File: src/rtl/zc_pkg.sv
package zc_pkg;

    // Source that decides the zero-crossing event in a cycle
    typedef enum logic [1:0] {
        SRC_NONE = 2'd0,
        SRC_HW   = 2'd1,
        SRC_SIM  = 2'd2,
        SRC_LATE = 2'd3
    } zc_src_e;

endpackage

File: src/rtl/zc_hw_filter.sv
module zc_hw_filter #(
    parameter int FLT_W = 4
) (
    input  logic             clk_i,
    input  logic             rst_ni,
    input  logic             clr_i,
    input  logic             sample_i,
    input  logic             match_i,
    input  logic [FLT_W-1:0] need_i,
    output logic             hit_o
);
    localparam int CW = FLT_W + 1;

    logic [FLT_W-1:0] cnt_q, cnt_d;
    logic [CW-1:0]    need_eff;
    logic [CW-1:0]    cnt_inc;

    always_comb begin
        need_eff = (need_i == '0) ? CW'(1) : {1'b0, need_i};
        cnt_inc  = {1'b0, cnt_q} + CW'(1);
        hit_o    = sample_i && match_i && (cnt_inc >= need_eff);
        cnt_d    = cnt_q;
        if (clr_i) begin
            cnt_d = '0;
        end else if (sample_i) begin
            if (!match_i) begin
                cnt_d = '0;
            end else if (!hit_o) begin
                // below need_eff, so it fits in FLT_W bits
                cnt_d = cnt_inc[FLT_W-1:0];
            end
        end
    end

    always_ff @(posedge clk_i or negedge rst_ni) begin
        if (!rst_ni) cnt_q <= '0;
        else         cnt_q <= cnt_d;
    end

    AST_RUN_HOLD: assert property (@(posedge clk_i) disable iff (!rst_ni)
        (!sample_i && !clr_i) |=> $stable(cnt_q));
    AST_RUN_RESTART: assert property (@(posedge clk_i) disable iff (!rst_ni)
        (sample_i && !match_i) |=> (cnt_q == '0));

endmodule

File: src/rtl/zc_sim_cmp.sv
module zc_sim_cmp #(
    parameter int TMR_W = 16
) (
    input  logic             sim_en_i,
    input  logic             win_i,
    input  logic             late_chk_i,
    input  logic [TMR_W-1:0] timer_i,
    input  logic [TMR_W-1:0] zreg_i,
    output logic             eq_hit_o,
    output logic             late_hit_o
);
    always_comb begin
        eq_hit_o   = sim_en_i && win_i && (timer_i == zreg_i);
        late_hit_o = sim_en_i && late_chk_i && (zreg_i <= timer_i);
    end
endmodule

File: src/rtl/zc_event_gen.sv
module zc_event_gen
    import zc_pkg::*;
#(
    parameter int TMR_W = 16,
    parameter int FLT_W = 4
) (
    input  logic             clk_i,
    input  logic             rst_ni,
    input  logic             step_start_i,
    input  logic             ev_c_i,
    input  logic             ev_d_i,
    input  logic             cmp_i,
    input  logic             zc_pol_i,
    input  logic             pwm_on_i,
    input  logic             pwm_grp_hi_i,
    input  logic             grp_sel_hi_i,
    input  logic             hw_en_i,
    input  logic             sim_en_i,
    input  logic [FLT_W-1:0] flt_need_i,
    input  logic [TMR_W-1:0] timer_i,
    input  logic             zreg_wr_i,
    input  logic [TMR_W-1:0] zreg_wdata_i,
    input  logic             flag_clr_i,
    input  logic             irq_mask_i,
    output logic             zc_pulse_o,
    output logic [TMR_W-1:0] zreg_o,
    output logic             zc_flag_o,
    output logic             zc_irq_o
);
    typedef struct packed {
        logic             c_seen;
        logic             d_seen;
        logic             done;
        logic             pulse;
        logic             flag;
        logic [TMR_W-1:0] zreg;
    } st_t;

    st_t     s_q, s_d;
    zc_src_e src;
    logic    win, grp_ok, sample, match, late_chk, fire;
    logic    hw_hit, eq_hit, late_hit;

    always_comb begin
        win      = s_q.c_seen && s_q.d_seen && !s_q.done && !step_start_i;
        grp_ok   = pwm_on_i && (pwm_grp_hi_i == grp_sel_hi_i);
        sample   = win && hw_en_i && grp_ok;
        match    = (cmp_i == zc_pol_i);
        late_chk = ev_d_i && s_q.c_seen && !s_q.d_seen && !s_q.done && !step_start_i;
    end

    zc_hw_filter #(.FLT_W(FLT_W)) filt_i (
        .clk_i    (clk_i),
        .rst_ni   (rst_ni),
        .clr_i    (step_start_i),
        .sample_i (sample),
        .match_i  (match),
        .need_i   (flt_need_i),
        .hit_o    (hw_hit)
    );

    zc_sim_cmp #(.TMR_W(TMR_W)) simc_i (
        .sim_en_i   (sim_en_i),
        .win_i      (win),
        .late_chk_i (late_chk),
        .timer_i    (timer_i),
        .zreg_i     (s_q.zreg),
        .eq_hit_o   (eq_hit),
        .late_hit_o (late_hit)
    );

    always_comb begin
        if (hw_hit)        src = SRC_HW;
        else if (eq_hit)   src = SRC_SIM;
        else if (late_hit) src = SRC_LATE;
        else               src = SRC_NONE;
        fire = (src != SRC_NONE);

        s_d = s_q;
        if (step_start_i) begin
            s_d.c_seen = 1'b0;
            s_d.d_seen = 1'b0;
            s_d.done   = 1'b0;
        end else begin
            s_d.c_seen = s_q.c_seen | ev_c_i;
            s_d.d_seen = s_q.d_seen | ev_d_i;
            s_d.done   = s_q.done | fire;
        end
        s_d.pulse = fire;
        s_d.flag  = fire | (s_q.flag & ~flag_clr_i);
        unique case (src)
            SRC_HW, SRC_LATE: s_d.zreg = timer_i;
            default: if (zreg_wr_i) s_d.zreg = zreg_wdata_i;
        endcase
    end

    always_ff @(posedge clk_i or negedge rst_ni) begin
        if (!rst_ni) s_q <= '0;
        else         s_q <= s_d;
    end

    assign zc_pulse_o = s_q.pulse;
    assign zreg_o     = s_q.zreg;
    assign zc_flag_o  = s_q.flag;
    assign zc_irq_o   = s_q.flag & irq_mask_i;

    AST_WAIT_C: assert property (@(posedge clk_i) disable iff (!rst_ni)
        !s_q.c_seen |=> !zc_pulse_o);
    AST_WAIT_D: assert property (@(posedge clk_i) disable iff (!rst_ni)
        (!s_q.d_seen && !ev_d_i) |=> !zc_pulse_o);
    AST_PWM_GATE: assert property (@(posedge clk_i) disable iff (!rst_ni)
        (!pwm_on_i && !sim_en_i) |=> !zc_pulse_o);
    AST_HW_CAPTURE: assert property (@(posedge clk_i) disable iff (!rst_ni)
        hw_hit |=> (zreg_o == $past(timer_i)));
    AST_LATE_FIRE: assert property (@(posedge clk_i) disable iff (!rst_ni)
        (late_hit && !hw_hit && !eq_hit) |=> (zc_pulse_o && zreg_o == $past(timer_i)));
    AST_ONE_PER_STEP: assert property (@(posedge clk_i) disable iff (!rst_ni)
        (s_q.done && !step_start_i) |=> !zc_pulse_o);
    AST_FLAG_WITH_PULSE: assert property (@(posedge clk_i) disable iff (!rst_ni)
        zc_pulse_o |-> zc_flag_o);
    AST_FLAG_CLEAR: assert property (@(posedge clk_i) disable iff (!rst_ni)
        (flag_clr_i && !fire) |=> !zc_flag_o);

endmodule

File: config.mk
export PLATFORM = sky130hd
export DESIGN_NAME = zc_event_gen
export DESIGN_NICKNAME = d
export VERILOG_FILES = /design/src/rtl/zc_pkg.sv /design/src/rtl/zc_hw_filter.sv /design/src/rtl/zc_sim_cmp.sv /design/src/rtl/zc_event_gen.sv
export SDC_FILE = /design/constraint.sdc
export NUM_CORES = 1
export LEC_CHECK = 0
export BUFFER_PORTS_ARGS = -buffer_cell sky130_fd_sc_hd__buf_2
export CAP_MARGIN = 30
export CORE_ASPECT_RATIO = 0.6
export CORE_MARGIN = 3
export CORE_UTILIZATION = 30
export CTS_BUF_LIST = sky130_fd_sc_hd__clkbuf_16
export CTS_CLUSTER_DIAMETER = 100
export DETAILED_ROUTE_END_ITERATION = 12
export PLACE_DENSITY = 0.52
export SETUP_SLACK_MARGIN = 0.2
export SLEW_MARGIN = 0
export SYNTH_ARGS = -nofsm -noshare
export SYNTH_HDL_FRONTEND = slang
export SYNTH_HIERARCHICAL = 1
export SYNTH_SLANG_ARGS = --single-unit
File: constraint.sdc
create_clock -name clk_i -period 2.7 [get_ports clk_i]
set_clock_uncertainty 0.05 [all_clocks]
set_input_delay 0 -clock clk_i [delete_from_list [all_inputs] [get_ports clk_i]]
set_output_delay 0 -clock clk_i [all_outputs]
set_load 0.01 [all_outputs]
==> impl_metrics.py <==
metrics = {
    "critical_path": {
        "crit_fanout": 8,
        "cp-start-kind": "flip-flop",
        "crit_buf_inv": 2,
        "rrSetupSlack_ns": 0.27,
        "cp.arrival_ns": 2.52,
        "cp_top_family": "compound AO/OA/AOI/OAI gates",
        "critPathMaxStageDelay_ns": 0.44,
        "cp_cell_sequence": "buf_6, ha_4, nand2b_4, a2111oi_4, o21a_4, nor2_2, a21oi_4, clkbuf_16, mux2_4",
        "slowest_stage": "dfrtp_2",
        "required_ns": 2.80,
        "cp-end-kind": "flip-flop",
        "path_class": "reg2reg",
    },
    "cts": {
        "cts.sinks": 25,
        "cts_buffers": 3,
        "cts_max_path_buffers": 2,
        "clk_latency_ns": 0.26,
        "clkTransAtPathRegs_ns": 0.07,
        "htreeDepth": 1,
        "cts-root-buf": "clkbuf_16",
        "tritoncts": "yes",
    },
    "global_route": {
        "overflow": 0,
        "grt_pass1_vias": 1687,
        "grt_pass1_wl_um": 8190,
        "grt_start_max_net_pins": 26,
        "antenna_found_initial": 0,
        "grtUsageTotal_pct": 12.8,
    },
    "cells_and_area": {
        "n_antenna_cell": 0,
        "layout-drive-gt1-share_pct": 46.6,
        "layout_common_cells": "69 x buf_2, 26 x mux2_4, 24 x inv_1, 23 x dlygate4sd3_1, 22 x dfrtp_1",
        "syn_to_final_growth_pct": 37.2,
        "final_nets": 352,
        "utilization_pct": 44.3,
        "final_common_cell": "buf_2",
        "multiInputGateArea_um2": 1260,
        "fillerInstances": 642,
        "seqCellArea_um2": 629,
        "fin_cells": 363,
    },
    "route": {
        "drt.antenna.violating_nets": 0,
        "drcViolationCount": 0,
        "first_pass_iters": 4,
        "detail_route.wl_per_cell_um": 13.5,
        "first_iter_violations": 67,
        "routed_wl_um": 4900,
        "viasPerCell": 4.47,
        "vias": 1624,
    },
    "floorplanning": {
        "die_height_um": 70.2,
        "dieWidth_um": 113,
        "io_pins": 70,
        "num_rows": 22,
        "core-area_um2": 6390,
        "die_area_um2": 7930,
        "initial_core_util_pct": 32.3,
    },
    "logic_synthesis": {
        "synth.distinct_cells": 42,
        "ys_seq_area_share_pct": 30.4,
        "syn_area_per_cell_um2": 10.6,
        "syn_area_um2": 2060,
        "syn_inst": 195,
        "ys_seq_elements": 25,
        "synth_nets": 267,
        "ys_warn_count": 6,
    },
    "sta": {
        "max_freq_ghz": 0.412,
        "relSlewSlack_pct": 60.0,
        "fin_crit_sh_pct": 89.8,
        "fin_setup_tns_ns": 0,
        "finalHoldViolations": 0,
        "finalMaxSlewViolations": 0,
        "tightest_slew_ns": 0.601,
        "setup_ws_ns": 0.275,
        "finalCriticalPeriod_ns": 2.43,
        "grt_setup_unrepaired": "yes",
        "setup_viol": 0,
    },
    "placed_design": {
        "hpwl_um": 3650,
        "preCtsSetupSlack_ns": 0.126,
        "dp.cells": 330,
        "place.gp.congestion": 0.882,
        "io_buffers": 69,
    },
    "power_and_ir_drop": {
        "ir_worst_vdd_uv": 301,
        "power.density_nw_per_um2": 387,
        "total_leakage_power_nw": 1.47,
    },
    "run_status": {
        "outcome": "complete, no violations",
    },
    "worst_hold_path": {
        "min_path_type": "in2reg",
    },
    "job": {
        "max_cap_violations": 0,
    },
}
==> worst register-to-register path, delay by kind of cell (launching register included) <==
kind	cells	cell delay [ns]
buf+inv	2	0.34
fa+ha+maj	1	0.22
simple gates	2	0.19
flops	1	0.44
compound gates	3	0.76
mux	1	0.30
==> registers in the layout (all words and copies together), names as in the netlist <==
| name | cells |
|---|---|
| zreg_o | 16 |
| filt_i/cnt_q | 4 |
| s_q | 3 |
| zc_flag_o | 1 |
| zc_pulse_o | 1 |
==> cell usage after synthesis, drive strengths merged <==
cell type | count | area (um^2)
a31oi | 3 | 18.8
nand2 | 8 | 30.0
o21ai | 2 | 10.0
and3 | 1 | 6.26
nand2b | 4 | 32.5
and2 | 1 | 6.26
nand3 | 4 | 20.0
a21o | 2 | 15.0
a211oi | 1 | 7.51
mux2 | 32 | 435
a2111oi | 1 | 27.5
or3 | 1 | 6.26
o21a | 2 | 22.5
a21oi | 8 | 55.1
nor3 | 1 | 5.00
nor2 | 16 | 60.1
o221ai | 1 | 8.76
o31ai | 1 | 7.51
a221oi | 1 | 8.76
buf | 19 | 163
and4 | 2 | 18.8
inv | 23 | 86.3
dfrtp | 25 | 626
nand4 | 4 | 31.3
and4b | 1 | 10.0
a31o | 1 | 8.76
o211ai | 1 | 7.51
xor2 | 1 | 8.76
xnor2 | 3 | 26.3
nand3b | 3 | 22.5
nor4 | 1 | 6.26
ha | 21 | 263
==> layer usage <==
metal | global-route usage (%) | part of all wire [%] | vias up
met3 | 3.55 | 7.0 | 2
met2 | 19.0 | 40 | 50
met1 | 18.9 | 52 | 738
li1 | - | - | 834
met5 | 0 | 0 | -
met4 | 1.60 | 0.31 | 0
==> path summary, 6_finish.rpt <==
check,startpoint,to,cells past startpoint
worst min-delay path,zreg_wdata_i[15],zreg_o[15]$_DFFE_PN0P_,3
min in group asynchronous,rst_ni,zreg_o[10]$_DFFE_PN0P_,2
worst min register to register,zc_flag_o$_DFF_PN0_,zc_flag_o$_DFF_PN0_,1
worst max register to register,filt_i/cnt_q[0]$_DFFE_PN0P_,zreg_o[7]$_DFFE_PN0P_,9
max in group asynchronous,rst_ni,filt_i/cnt_q[0]$_DFFE_PN0P_,2
worst max-delay path,filt_i/cnt_q[0]$_DFFE_PN0P_,zreg_o[7]$_DFFE_PN0P_,9
==> power breakdown <==
group          leakage [nW]  internal, mW  total (mW)  switching, mW
registers             0.305         0.405       0.432         0.0266
clock network        0.0423         0.198       0.331          0.133
logic                  1.12         0.192       0.332          0.140
total                  1.47         0.796        1.09          0.299
==> stage by stage <==
stage	hold slack [ns]	total power [mW]	instance area (um^2)
final	0.0417	1.09	2830
after global routing	0.0424	1.17	2830
after CTS	0.0416	1.11	2800
after detailed placement	-0.00435	0.732	2390
after global placement	-0.00937	0.729	2390
after floorplan	-0.346	0.659	2080
==> what timing repair did <==
action	CTS	global route
hold endpoints to repair	49	0
hold buffers	23	0
gates resized for setup	11	8
setup endpoints to repair	17	18
buffers inserted	4	1
cloned	1	0
pin swaps	4	4
==> kinds of logic (layout without fill, tap and decap cells) <==
family	Yosys count	in the layout	synth area share (%)
AOI/OAI and AO/OA	24	24	9.59
xor gates and xnor gates	4	4	1.70
adders and majority gates	21	21	12.8
buffers and inverters	42	126	12.1
DFF	25	25	30.4
muxes	32	32	21.1
and+or+nand+nor	47	47	12.4
==> layout make-up <==
class                      instances  area share [%]
clock buffer                       3            2.66
inverter                          23            3.05
timing repair buffer              99            23.4
multi-input combinational        128            44.8
clock inverter                     1           0.133
tap                               84            3.72
sequential                        25            22.3
Power figures use the tool's default switching activity.
